### config.mk
export PLATFORM = sky130hd
export DESIGN_NAME = intr_seq
export DESIGN_NICKNAME = d
export VERILOG_FILES = /design/src/rtl/intr_pkg.sv /design/src/rtl/intr_arb.sv /design/src/rtl/intr_flag_bank.sv /design/src/rtl/intr_hw_stack.sv /design/src/rtl/intr_seq.sv
export SDC_FILE = /design/constraint.sdc
export NUM_CORES = 1
export LEC_CHECK = 0
export BUFFER_PORTS_ARGS = -buffer_cell sky130_fd_sc_hd__buf_4
export CAP_MARGIN = 10
export CORE_MARGIN = 5
export CORE_UTILIZATION = 45
export DETAILED_ROUTE_END_ITERATION = 8
export GPL_TIMING_DRIVEN = 0
export PLACE_DENSITY = 0.66
export SLEW_MARGIN = 0
export SYNTH_ARGS = -nofsm -noshare
export SYNTH_HDL_FRONTEND = slang
export SYNTH_SLANG_ARGS = --single-unit
### constraint.sdc
create_clock -name clk_i -period 1.3 [get_ports clk_i]
set_input_delay 0.13 -clock clk_i [delete_from_list [all_inputs] [get_ports clk_i]]
set_output_delay 0.13 -clock clk_i [all_outputs]
set_load 0.01 [all_outputs]
### src/rtl/intr_pkg.sv
package intr_pkg;
  localparam int MODE_W    = 2;
  localparam int NUM_MODES = 3;

  typedef enum logic [MODE_W-1:0] {
    MODE_NORM = 2'd0,
    MODE_IRQ  = 2'd1,
    MODE_NMI  = 2'd2
  } mode_e;
endpackage

### src/rtl/intr_arb.sv
module intr_arb
  import intr_pkg::*;
(
  input  logic  instr_done_i,
  input  logic  irq_req_i,
  input  logic  nmi_req_i,
  input  mode_e mode_i,
  output logic  take_irq_o,
  output logic  take_nmi_o
);
  // NMI wins; maskable only from normal mode
  always_comb begin
    take_nmi_o = instr_done_i & nmi_req_i & (mode_i != MODE_NMI);
    take_irq_o = instr_done_i & irq_req_i & (mode_i == MODE_NORM) & ~take_nmi_o;
  end
endmodule

### src/rtl/intr_flag_bank.sv
module intr_flag_bank
  import intr_pkg::*;
(
  input  logic              clk_i,
  input  logic              rst_ni,
  input  logic              we_i,
  input  logic [MODE_W-1:0] sel_i,
  input  logic              c_i,
  input  logic              z_i,
  output logic              c_o,
  output logic              z_o
);
  logic [NUM_MODES-1:0] c_q, z_q;

  for (genvar b = 0; b < NUM_MODES; b++) begin : g_bank
    localparam logic [MODE_W-1:0] BANK_ID = MODE_W'(b);
    always_ff @(posedge clk_i or negedge rst_ni) begin
      if (!rst_ni) begin
        c_q[b] <= 1'b0;
        z_q[b] <= 1'b0;
      end else if (we_i && sel_i == BANK_ID) begin
        c_q[b] <= c_i;
        z_q[b] <= z_i;
      end
    end
  end

  always_comb begin
    c_o = 1'b0;
    z_o = 1'b0;
    for (int k = 0; k < NUM_MODES; k++) begin
      if (sel_i == MODE_W'(k)) begin
        c_o = c_q[k];
        z_o = z_q[k];
      end
    end
  end
endmodule

### src/rtl/intr_hw_stack.sv
module intr_hw_stack #(
  parameter int W     = 12,
  parameter int DEPTH = 6
) (
  input  logic         clk_i,
  input  logic         rst_ni,
  input  logic         push_i,
  input  logic         pop_i,
  input  logic [W-1:0] data_i,
  output logic [W-1:0] top_o
);
  logic [W-1:0] lvl_q [DEPTH];

  // shift stack: push drops the oldest, pop refills with zero
  for (genvar i = 0; i < DEPTH; i++) begin : g_lvl
    logic [W-1:0] below, above;
    if (i == 0) begin : g_first
      assign below = data_i;
    end else begin : g_mid
      assign below = lvl_q[i-1];
    end
    if (i == DEPTH-1) begin : g_last
      assign above = '0;
    end else begin : g_up
      assign above = lvl_q[i+1];
    end

    always_ff @(posedge clk_i or negedge rst_ni) begin
      if (!rst_ni)     lvl_q[i] <= '0;
      else if (push_i) lvl_q[i] <= below;
      else if (pop_i)  lvl_q[i] <= above;
    end
  end

  assign top_o = lvl_q[0];
endmodule

### src/rtl/intr_seq.sv
module intr_seq
  import intr_pkg::*;
#(
  parameter int              PC_W      = 12,
  parameter int              STK_DEPTH = 6,
  parameter logic [PC_W-1:0] NMI_VEC   = 12'hFFC,
  parameter logic [PC_W-1:0] IRQ_VEC   = 12'hFF6
) (
  input  logic            clk_i,
  input  logic            rst_ni,
  input  logic            instr_done_i,
  input  logic            irq_req_i,
  input  logic            nmi_req_i,
  input  logic            reti_i,
  input  logic            call_i,
  input  logic            ret_i,
  input  logic [PC_W-1:0] pc_i,
  input  logic            flag_we_i,
  input  logic            flag_c_i,
  input  logic            flag_z_i,
  output logic            pc_load_o,
  output logic [PC_W-1:0] pc_o,
  output logic            flag_c_o,
  output logic            flag_z_o,
  output logic [1:0]      mode_o,
  output logic            mask_o,
  output logic            irq_ack_o,
  output logic            nmi_ack_o,
  output logic            stk_push_o,
  output logic            stk_pop_o
);
  mode_e           mode_q;
  logic            nmi_from_irq_q;
  logic            take_irq, take_nmi, take_any;
  logic            do_reti, do_call, do_ret, push, pop;
  logic [PC_W-1:0] stk_top;

  intr_arb u_arb (
    .instr_done_i (instr_done_i),
    .irq_req_i    (irq_req_i),
    .nmi_req_i    (nmi_req_i),
    .mode_i       (mode_q),
    .take_irq_o   (take_irq),
    .take_nmi_o   (take_nmi)
  );

  assign take_any = take_irq | take_nmi;
  assign do_reti  = reti_i & (mode_q != MODE_NORM) & ~take_any;
  assign do_call  = call_i & ~take_any;
  assign do_ret   = ret_i & ~take_any & ~do_reti;
  assign push     = take_any | do_call;
  assign pop      = do_reti | do_ret;

  intr_hw_stack #(.W(PC_W), .DEPTH(STK_DEPTH)) u_stk (
    .clk_i  (clk_i),
    .rst_ni (rst_ni),
    .push_i (push),
    .pop_i  (pop),
    .data_i (pc_i),
    .top_o  (stk_top)
  );

  // flag write lands in the bank of the instruction that just finished
  intr_flag_bank u_flags (
    .clk_i  (clk_i),
    .rst_ni (rst_ni),
    .we_i   (flag_we_i),
    .sel_i  (mode_q),
    .c_i    (flag_c_i),
    .z_i    (flag_z_i),
    .c_o    (flag_c_o),
    .z_o    (flag_z_o)
  );

  always_ff @(posedge clk_i or negedge rst_ni) begin
    if (!rst_ni) begin
      mode_q         <= MODE_NORM;
      nmi_from_irq_q <= 1'b0;
    end else if (take_nmi) begin
      mode_q         <= MODE_NMI;
      nmi_from_irq_q <= (mode_q == MODE_IRQ);
    end else if (take_irq) begin
      mode_q         <= MODE_IRQ;
    end else if (do_reti) begin
      if (mode_q == MODE_NMI && nmi_from_irq_q) mode_q <= MODE_IRQ;
      else                                      mode_q <= MODE_NORM;
      nmi_from_irq_q <= 1'b0;
    end
  end

  always_ff @(posedge clk_i or negedge rst_ni) begin
    if (!rst_ni) begin
      pc_load_o  <= 1'b0;
      pc_o       <= '0;
      irq_ack_o  <= 1'b0;
      nmi_ack_o  <= 1'b0;
      stk_push_o <= 1'b0;
      stk_pop_o  <= 1'b0;
    end else begin
      pc_load_o  <= take_any | pop;
      irq_ack_o  <= take_irq;
      nmi_ack_o  <= take_nmi;
      stk_push_o <= push;
      stk_pop_o  <= pop;
      if (take_nmi)      pc_o <= NMI_VEC;
      else if (take_irq) pc_o <= IRQ_VEC;
      else if (pop)      pc_o <= stk_top;
    end
  end

  assign mode_o = mode_q;
  assign mask_o = (mode_q != MODE_NORM);
endmodule

==> impl_metrics.tcl, run 1 <==
set metrics [dict create \
    hold_path_class "in2reg" \
    drv_cap 0 \
    max_slew_margin 0.613 \
    critPathMaxFanout 10 \
    viasPerCell 5.50 \
    violations "negative hold slack, negative setup slack" \
    worstSetupStartpointType "flip-flop" \
    switching_share 0.330 \
    required_ns 1.60 \
    initial_utilization 0.458 \
    route.detailed.drc 0 \
    cts_buffers 9 \
    routabilityCongestion 0.788 \
    yosys_register_bits 98 \
    area_growth_pct 38.3 \
    avgSynthCellArea_um2 10.5 \
    clkLatencyLatePin_ns 0.37 \
    hpwl_um 7220 \
    p_int_mw 5.80 \
    grt_overflow 0 \
    die_area_mm2 0.0120 \
    synthCells 424 \
    synth-simple-area-share 0.0618 \
    nets 542 \
    worst_slew_pin_slew_ns 0.581 \
    synth_area_mm2 0.00446 \
    ant_nets 0 \
    synth_compound_area_frac 0.182 \
    die_w_um 110 \
    synth_top_family_by_area "compound AO/OA/AOI/OAI gates" \
    drtPass1Iterations 5 \
    row_count 36 \
    crit_path_end_kind "flip-flop" \
    drt_iter0_drc 215 \
    ios 45 \
    cp.arrival_ns 1.93 \
    holdWs_ns -0.0176 \
    grt_use_total 0.184 \
    io_buffers 43 \
    root_buffer "clkbuf_8" \
    grt_max_degree 99 \
    status "finished, violations left" \
    vias 3610 \
    die-height_um 110 \
    synth_adder_area_share 0 \
    multi_input_area_mm2 0.00204 \
    layout_min_cycle_time_ns 1.63 \
    leakage_nw 2.80 \
    numClockSinks 98 \
    p_comb_frac 0.295 \
    cts_tree "yes" \
    p_switching_mw 2.86 \
    setup-violations-final 95 \
    layout-drive-gt1-share 0.350 \
    grt_pass1_wl_um 17200 \
    pwr-share-seq 0.491 \
    seq_area_frac_synth 0.550 \
    path_clk_slew_ns 0.10 \
    p_clk_frac 0.214 \
    antenna_found_initial 0 \
    coreArea_mm2 0.00973 \
    yosys_warnings 0 \
    ctsHtreeMaxLevel 3 \
    fmax_mhz 612 \
    hold_viol_final 1 \
    syn_nets 447 \
    rsz0062_at_grt "true" \
    power.density_mw_per_mm2 1410 \
    vdd_ir_drop_max_v 0.000621 \
    criticalPathCategory "reg2reg" \
    finalCritPeriodShare 1.26 \
    synth_cell_types 31 \
    diodes 0 \
    n_fill_cell 744 \
    grt_pass1_vias 3479 \
    cts_buffer_depth 2 \
    synth-xor-area-share 0 \
    postLayoutCoreUtil 0.633 \
    setup_slack_ns -0.334 \
    final.setup_skew_ns 0.0185 \
    regArea_mm2 0.00245 \
    wl_um 12200 \
    muxShareOfSynthArea 0.154 \
    drv_slew 0 \
    routedWlPerCell_um 18.6 \
]
[logic make-up after synthesis]
group	after synthesis
muxes	68
buffers and inverters	38
DFF	98
and+or+nand+nor	64
AOI/OAI and AO/OA	156
[cells in the final DEF, fill, tap and decap left out, types with 2 or more instances in the layout]
cell / n
buf_12: 13
buf_16: 3
buf_4: 53
buf_6: 15
buf_8: 6
clkbuf_1: 7
clkbuf_16: 6
clkbuf_4: 4
clkbuf_8: 10
clkinvlp_4: 4
dfrtp_1: 96
dfrtp_2: 2
dlygate4sd3_1: 10
mux2_2: 6
mux2i_1: 57
mux2i_2: 5
nand2_1: 27
nand2_2: 7
nand2_4: 7
nand3_2: 11
nor2_2: 2
nor2_4: 2
nor2b_2: 2
o21ai_0: 31
o21ai_1: 101
o21ai_2: 15
[layout make-up]
cell class	instances	share of cell area
clock inverter	5	0.00629
timing repair buffer	84	0.147
sequential	98	0.398
tap	133	0.0270
multi-input combinational	288	0.330
clock buffer	10	0.0223
buffer	35	0.0660
inverter	3	0.00223
[metal layers]
metal | vias to the layer above | global-route usage | share of wire
met2 | 110 | 0.303 | 0.51
li1 | 1701 | - | -
met1 | 1782 | 0.241 | 0.43
met5 | - | 0 | 0
met4 | 0 | 0.0828 | 0.017
met3 | 17 | 0.0264 | 0.051
[cell usage after synthesis]
cell	number	area, µm²
dfrtp_1	98	2450
o21ai_1	91	455
mux2i_1	62	621
o21ai_0	56	280
nand2_1	41	154
nand3_1	13	65.1
clkbuf_1	12	45.0
buf_2	8	40.0
clkbuf_2	6	30.0
mux2_2	6	67.6
buf_6	4	45.0
buf_8	3	45.0
nor2_1	3	11.3
inv_1	2	7.51
nand2b_1	2	12.5
nor2b_1	2	12.5
a21o_1	1	7.51
a21oi_1	1	5.00
a21oi_4	1	16.3
a22o_1	1	8.76
a311o_1	1	10.0
a31oi_1	1	6.26
and2_1	1	6.26
buf_1	1	3.75
buf_4	1	7.51
inv_2	1	3.75
nor2_2	1	6.26
nor3b_1	1	7.51
o211a_1	1	10.0
o211ai_1	1	7.51
o22ai_1	1	6.26
[worst paths after layout]
kind / to / from / slack (ns) / cells past startpoint
setup / recovery: u_stk.g_lvl[0].above[1]$_DFFE_PN0P_ / mode_o[1]$_DFFE_PN0P_ / -0.33 / 7
hold / removal: u_stk.top_o[0]$_DFFE_PN0P_ / pc_i[0] / -0.02 / 3
setup reg to reg: u_stk.g_lvl[0].above[1]$_DFFE_PN0P_ / mode_o[1]$_DFFE_PN0P_ / -0.33 / 7
hold reg to reg: pc_o[7]$_DFFE_PN0P_ / pc_o[7]$_DFFE_PN0P_ / 0.50 / 2
max in group asynchronous: u_stk.g_lvl[3].above[8]$_DFFE_PN0P_ / rst_ni / 0.31 / 3
min in group asynchronous: u_stk.top_o[6]$_DFFE_PN0P_ / rst_ni / 0.29 / 2
[critical path: stages (launching register included)]
cell and delay (ns):
dfrtp_2 0.51, buf_12 0.14, nand2b_4 0.06, o211ai_1 0.15
nand2b_1 0.19, buf_6 0.19, buf_6 0.14, o21ai_1 0.18
[power groups by stage]
stage	Clock (mW)	Combinational [mW]	Sequential (mW)
finish	1.85	2.56	4.25
global route	2.00	2.79	4.34
CTS	1.87	2.07	4.18
detailed placement	0	1.84	4.25
global placement	0	1.79	4.22
floorplan	0	1.23	4.14
[registers in the layout (all words and copies together), names as in the netlist]
name               flops
mode_o                 2
stk_push_o             1
irq_ack_o              1
u_stk.top_o           12
u_flags.z_q            3
nmi_from_irq_q         1
pc_o                  12
u_flags.c_q            3
nmi_ack_o              1
u_stk.g_lvl.above     60
stk_pop_o              1
pc_load_o              1
[stage by stage]
step	worst slack (ns)	power, mW	std cells	setup TNS, ns	area [µm²]
floorplan	-0.162	5.37	424	-11.16	4470
global placement	-0.335	6.01	600	-21.59	4960
detailed placement	-0.350	6.09	600	-22.84	4960
CTS	-0.244	8.12	635	-17.30	5500
global route	-0.388	9.12	656	-27.28	6160
finish	-0.334	8.67	656	-24.16	6160
[what timing repair did]
action,4_1_cts,5_1_grt
endpoints found under the hold margin,9,43
hold buffers,8,2
gates resized for setup,44,119
pin swaps,3,26
endpoints found under the setup margin,90,94
setup buffers,10,12
cloned,2,7
Note: power is estimated with default switching activity, not from simulation.
==> inputs of run 2 (changes only) <==
--- a/config.mk
+++ b/config.mk
@@ -15,4 +15,5 @@
 export SLEW_MARGIN = 0
 export SYNTH_ARGS = -nofsm -noshare
 export SYNTH_HDL_FRONTEND = slang
+export SYNTH_HIERARCHICAL = 1
 export SYNTH_SLANG_ARGS = --single-unit
==> run 2 against run 1 <==
  * Critical path depth increased by 1
  * Highest routed layer unchanged
  * Worst setup slack got worse by 0.25 ns
  * Clock power increased by 19%
  * Via count decreased by 3.9%
  * The run ends with negative setup slack left
  * Worst hold slack improved by 0.039 ns
  * Total power increased by 11%
  * Critical path type unchanged
  * Register-to-register slack got worse by 0.25 ns
  * Wire length decreased by 2.5%
  * Synthesized cell count decreased by 6.6%
==> impl_metrics.tcl, run 2 <==
set metrics [dict create \
    p_int_mw 6.59 \
    row_count 36 \
    status "finished, violations left" \
    hold_path_class "in2reg" \
    viasPerCell 5.35 \
    wl_um 11900 \
    vias 3468 \
    grt_pass1_vias 3574 \
    async_reset_ff_frac 1.00 \
    route.met3.wl_um 523 \
    stdcell_count 648 \
    synth_edf_count 0 \
    layout-drive-gt1-share 0.371 \
    stdcell_area_mm2 0.00636 \
    yosys_warnings 6 \
    die_w_um 109 \
    seq_area_frac_synth 0.556 \
    drv_cap 0 \
    root_buffer "clkbuf_8" \
    synth_area_leader_cell "dfrtp_1" \
    coreArea_mm2 0.00968 \
    p_clk_frac 0.230 \
    hold_viol_final 0 \
    largest_register_ffs 60 \
    crit_path_cell_trace "buf_6, o21ai_4, a211o_4, inv_8, buf_16, buf_12, mux2i_2, o21ai_1" \
    avgSynthCellArea_um2 11.1 \
    cp.arrival_ns 2.13 \
    worst_slew_pin_slew_ns 0.439 \
    r2r_setup_slack_ns -0.58 \
    fin_tns_setup_ns -46.47 \
    routabilityCongestion 0.818 \
    min_to "stk_push_o$_DFF_PN0_" \
    grt_pass1_wl_um 18400 \
    final.setup_skew_ns 0.00922 \
    synthTopCellsByArea "dfrtp_1, mux2i_1, o21ai_1" \
    power.total_mw 9.58 \
    synth_common_cells "dfrtp_1, nand2_1, mux2i_1, o21ai_1, o21ai_0" \
    pwr-share-seq 0.458 \
    slowest_delay_ns 0.50 \
    routedWlPerCell_um 18.4 \
    reg2reg_from "mode_o[1]$_DFFE_PN0P_" \
    ctsHtreeMaxLevel 3 \
    diodes 0 \
    critPathMaxFanout 5 \
    p_switching_mw 2.99 \
    layout_min_cycle_time_ns 1.88 \
    synth_ff_type "dfrtp_1" \
    path_clk_slew_ns 0.09 \
    cts_tree "yes" \
    vdd_ir_drop_max_v 0.000745 \
    drv_slew 0 \
    dp_slack_ns -1.03 \
    post-synth-top-count-cell "dfrtp_1" \
    setup_slack_ns -0.581 \
    p_comb_frac 0.312 \
    die-height_um 109 \
    clkLatencyLatePin_ns 0.37 \
    postLayoutCoreUtil 0.657 \
    grt_use_total 0.200 \
    netlist.area_leader.share 0.556 \
    leakage_nw 3.00 \
    antenna_found_initial 0 \
    syn_nets 419 \
    synth_cell_types 34 \
    drt_iter0_drc 174 \
    violations "negative setup slack" \
    timing.rr.end "u_stk/top_o[9]$_DFFE_PN0P_" \
    cts_buffer_depth 2 \
    required_ns 1.55 \
    synth_area_mm2 0.00441 \
    power.density_mw_per_mm2 1510 \
    setup-violations-final 99 \
    ant_nets 0 \
    cts_buffers 9 \
    numClockSinks 98 \
    holdWs_ns 0.0212 \
    yosys_register_bits 98 \
    initial_utilization 0.456 \
    timing.hold.worst.start "call_i" \
    worstSetupStartpointType "flip-flop" \
    criticalPathCategory "reg2reg" \
    grt_max_degree 99 \
    die_area_mm2 0.0119 \
    routed.top_layer "met4" \
    drtPass1Iterations 4 \
    fmax_mhz 532 \
    nets 533 \
    dp_cells 573 \
    rsz0062_at_grt "true" \
    hpwl_um 6760 \
    ios 45 \
    io_buffers 44 \
    max_slew_margin 0.707 \
    wl_met1_um 5420 \
    switching_share 0.312 \
    final_common_cell "dfrtp_1" \
    area_growth_pct 44.0 \
    synthCells 396 \
    dpl_cell_area_mm2 0.00494 \
    crit_path_top_delay_cell "dfrtp_2" \
    mostFrequentLayoutCells "dfrtp_1, o21ai_1, buf_4, mux2i_1, nand2_1" \
    wl_met2_um 5760 \
    crit_path_end_kind "flip-flop" \
    finalCritPeriodShare 1.45 \
    reg2reg_depth 8 \
    grt_overflow 0 \
    route.detailed.drc 0 \
    hold_depth 2 \
]
## run 2: cell types whose count changed after synthesis, sizes merged, moves of 8 or more
cell    delta
o21ai     -74
nand2     +33
nand3     -12
nand2b     +8
clkbuf    -10
## run 2: how the worst max path moves through the flow
stage | startpoint | to | slack [ns] | cells past startpoint
2_1_floorplan | mode_o[1]$_DFFE_PN0P_ | u_stk/g_lvl[0].above[0]$_DFFE_PN0P_ | -0.60 | 8
3_3_place_gp | mode_o[1]$_DFFE_PN0P_ | u_stk/g_lvl[4].above[2]$_DFFE_PN0P_ | -0.98 | 7
3_5_place_dp | mode_o[1]$_DFFE_PN0P_ | u_stk/g_lvl[4].above[2]$_DFFE_PN0P_ | -1.03 | 7
4_1_cts | mode_o[0]$_DFFE_PN0P_ | u_stk/g_lvl[0].above[6]$_DFFE_PN0P_ | -0.55 | 9
5_1_grt | mode_o[0]$_DFFE_PN0P_ | u_stk/top_o[9]$_DFFE_PN0P_ | -0.64 | 9
6_report | mode_o[1]$_DFFE_PN0P_ | u_stk/top_o[9]$_DFFE_PN0P_ | -0.58 | 8
## run 2: power groups by stage
stage / sequential (mW) / combinational [mW] / clock (mW)
3_3_place_gp: 4.36 / 2.01 / 0
3_5_place_dp: 4.38 / 2.05 / 0
2_1_floorplan: 4.26 / 1.40 / 0
5_1_grt: 4.48 / 3.22 / 2.40
6_report: 4.39 / 2.99 / 2.21
4_1_cts: 4.31 / 2.52 / 2.27
## run 2: layout make-up
type	instances	area, µm²
clock buffers	10	138
flip-flops and latches	98	2450
inverters	7	33.8
repair buffers	103	1150
well taps	133	166
clock inverters	6	88.8
fillers	710	3330
multi-input cells	264	1960
plain buffers	27	369
## run 2: timing repair
action | 4_1_cts | 5_1_grt
gates resized for setup | 82 | 54
setup buffers | 21 | 10
hold buffers | 14 | 1
endpoints found under the hold margin | 16 | 32
gates cloned | 4 | 10
pin swaps | 7 | 18
setup endpoints to repair | 93 | 99
## run 2: critical path, delay by kind of cell, from the launching register on
kind / cells / cell delay, ns
AO/OA/AOI/OAI: 3 / 0.53
buffers and inverters: 4 / 0.51
flip-flops: 1 / 0.50
multiplexers: 1 / 0.23
## run 2: cell families (layout without fill, tap and decap cells)
family,Yosys count,after routing,share of synthesized area
compound gates,89,89,0.111
buf+inv,34,153,0.0536
flops,98,98,0.556
mux,74,74,0.173
simple gates,101,101,0.106
## run 2: metal layers
layer,track usage,vias to the layer above
met5,0,-
met3,0.0367,16
met1,0.275,1764
met2,0.313,91
li1,-,1597
met4,0.0830,0
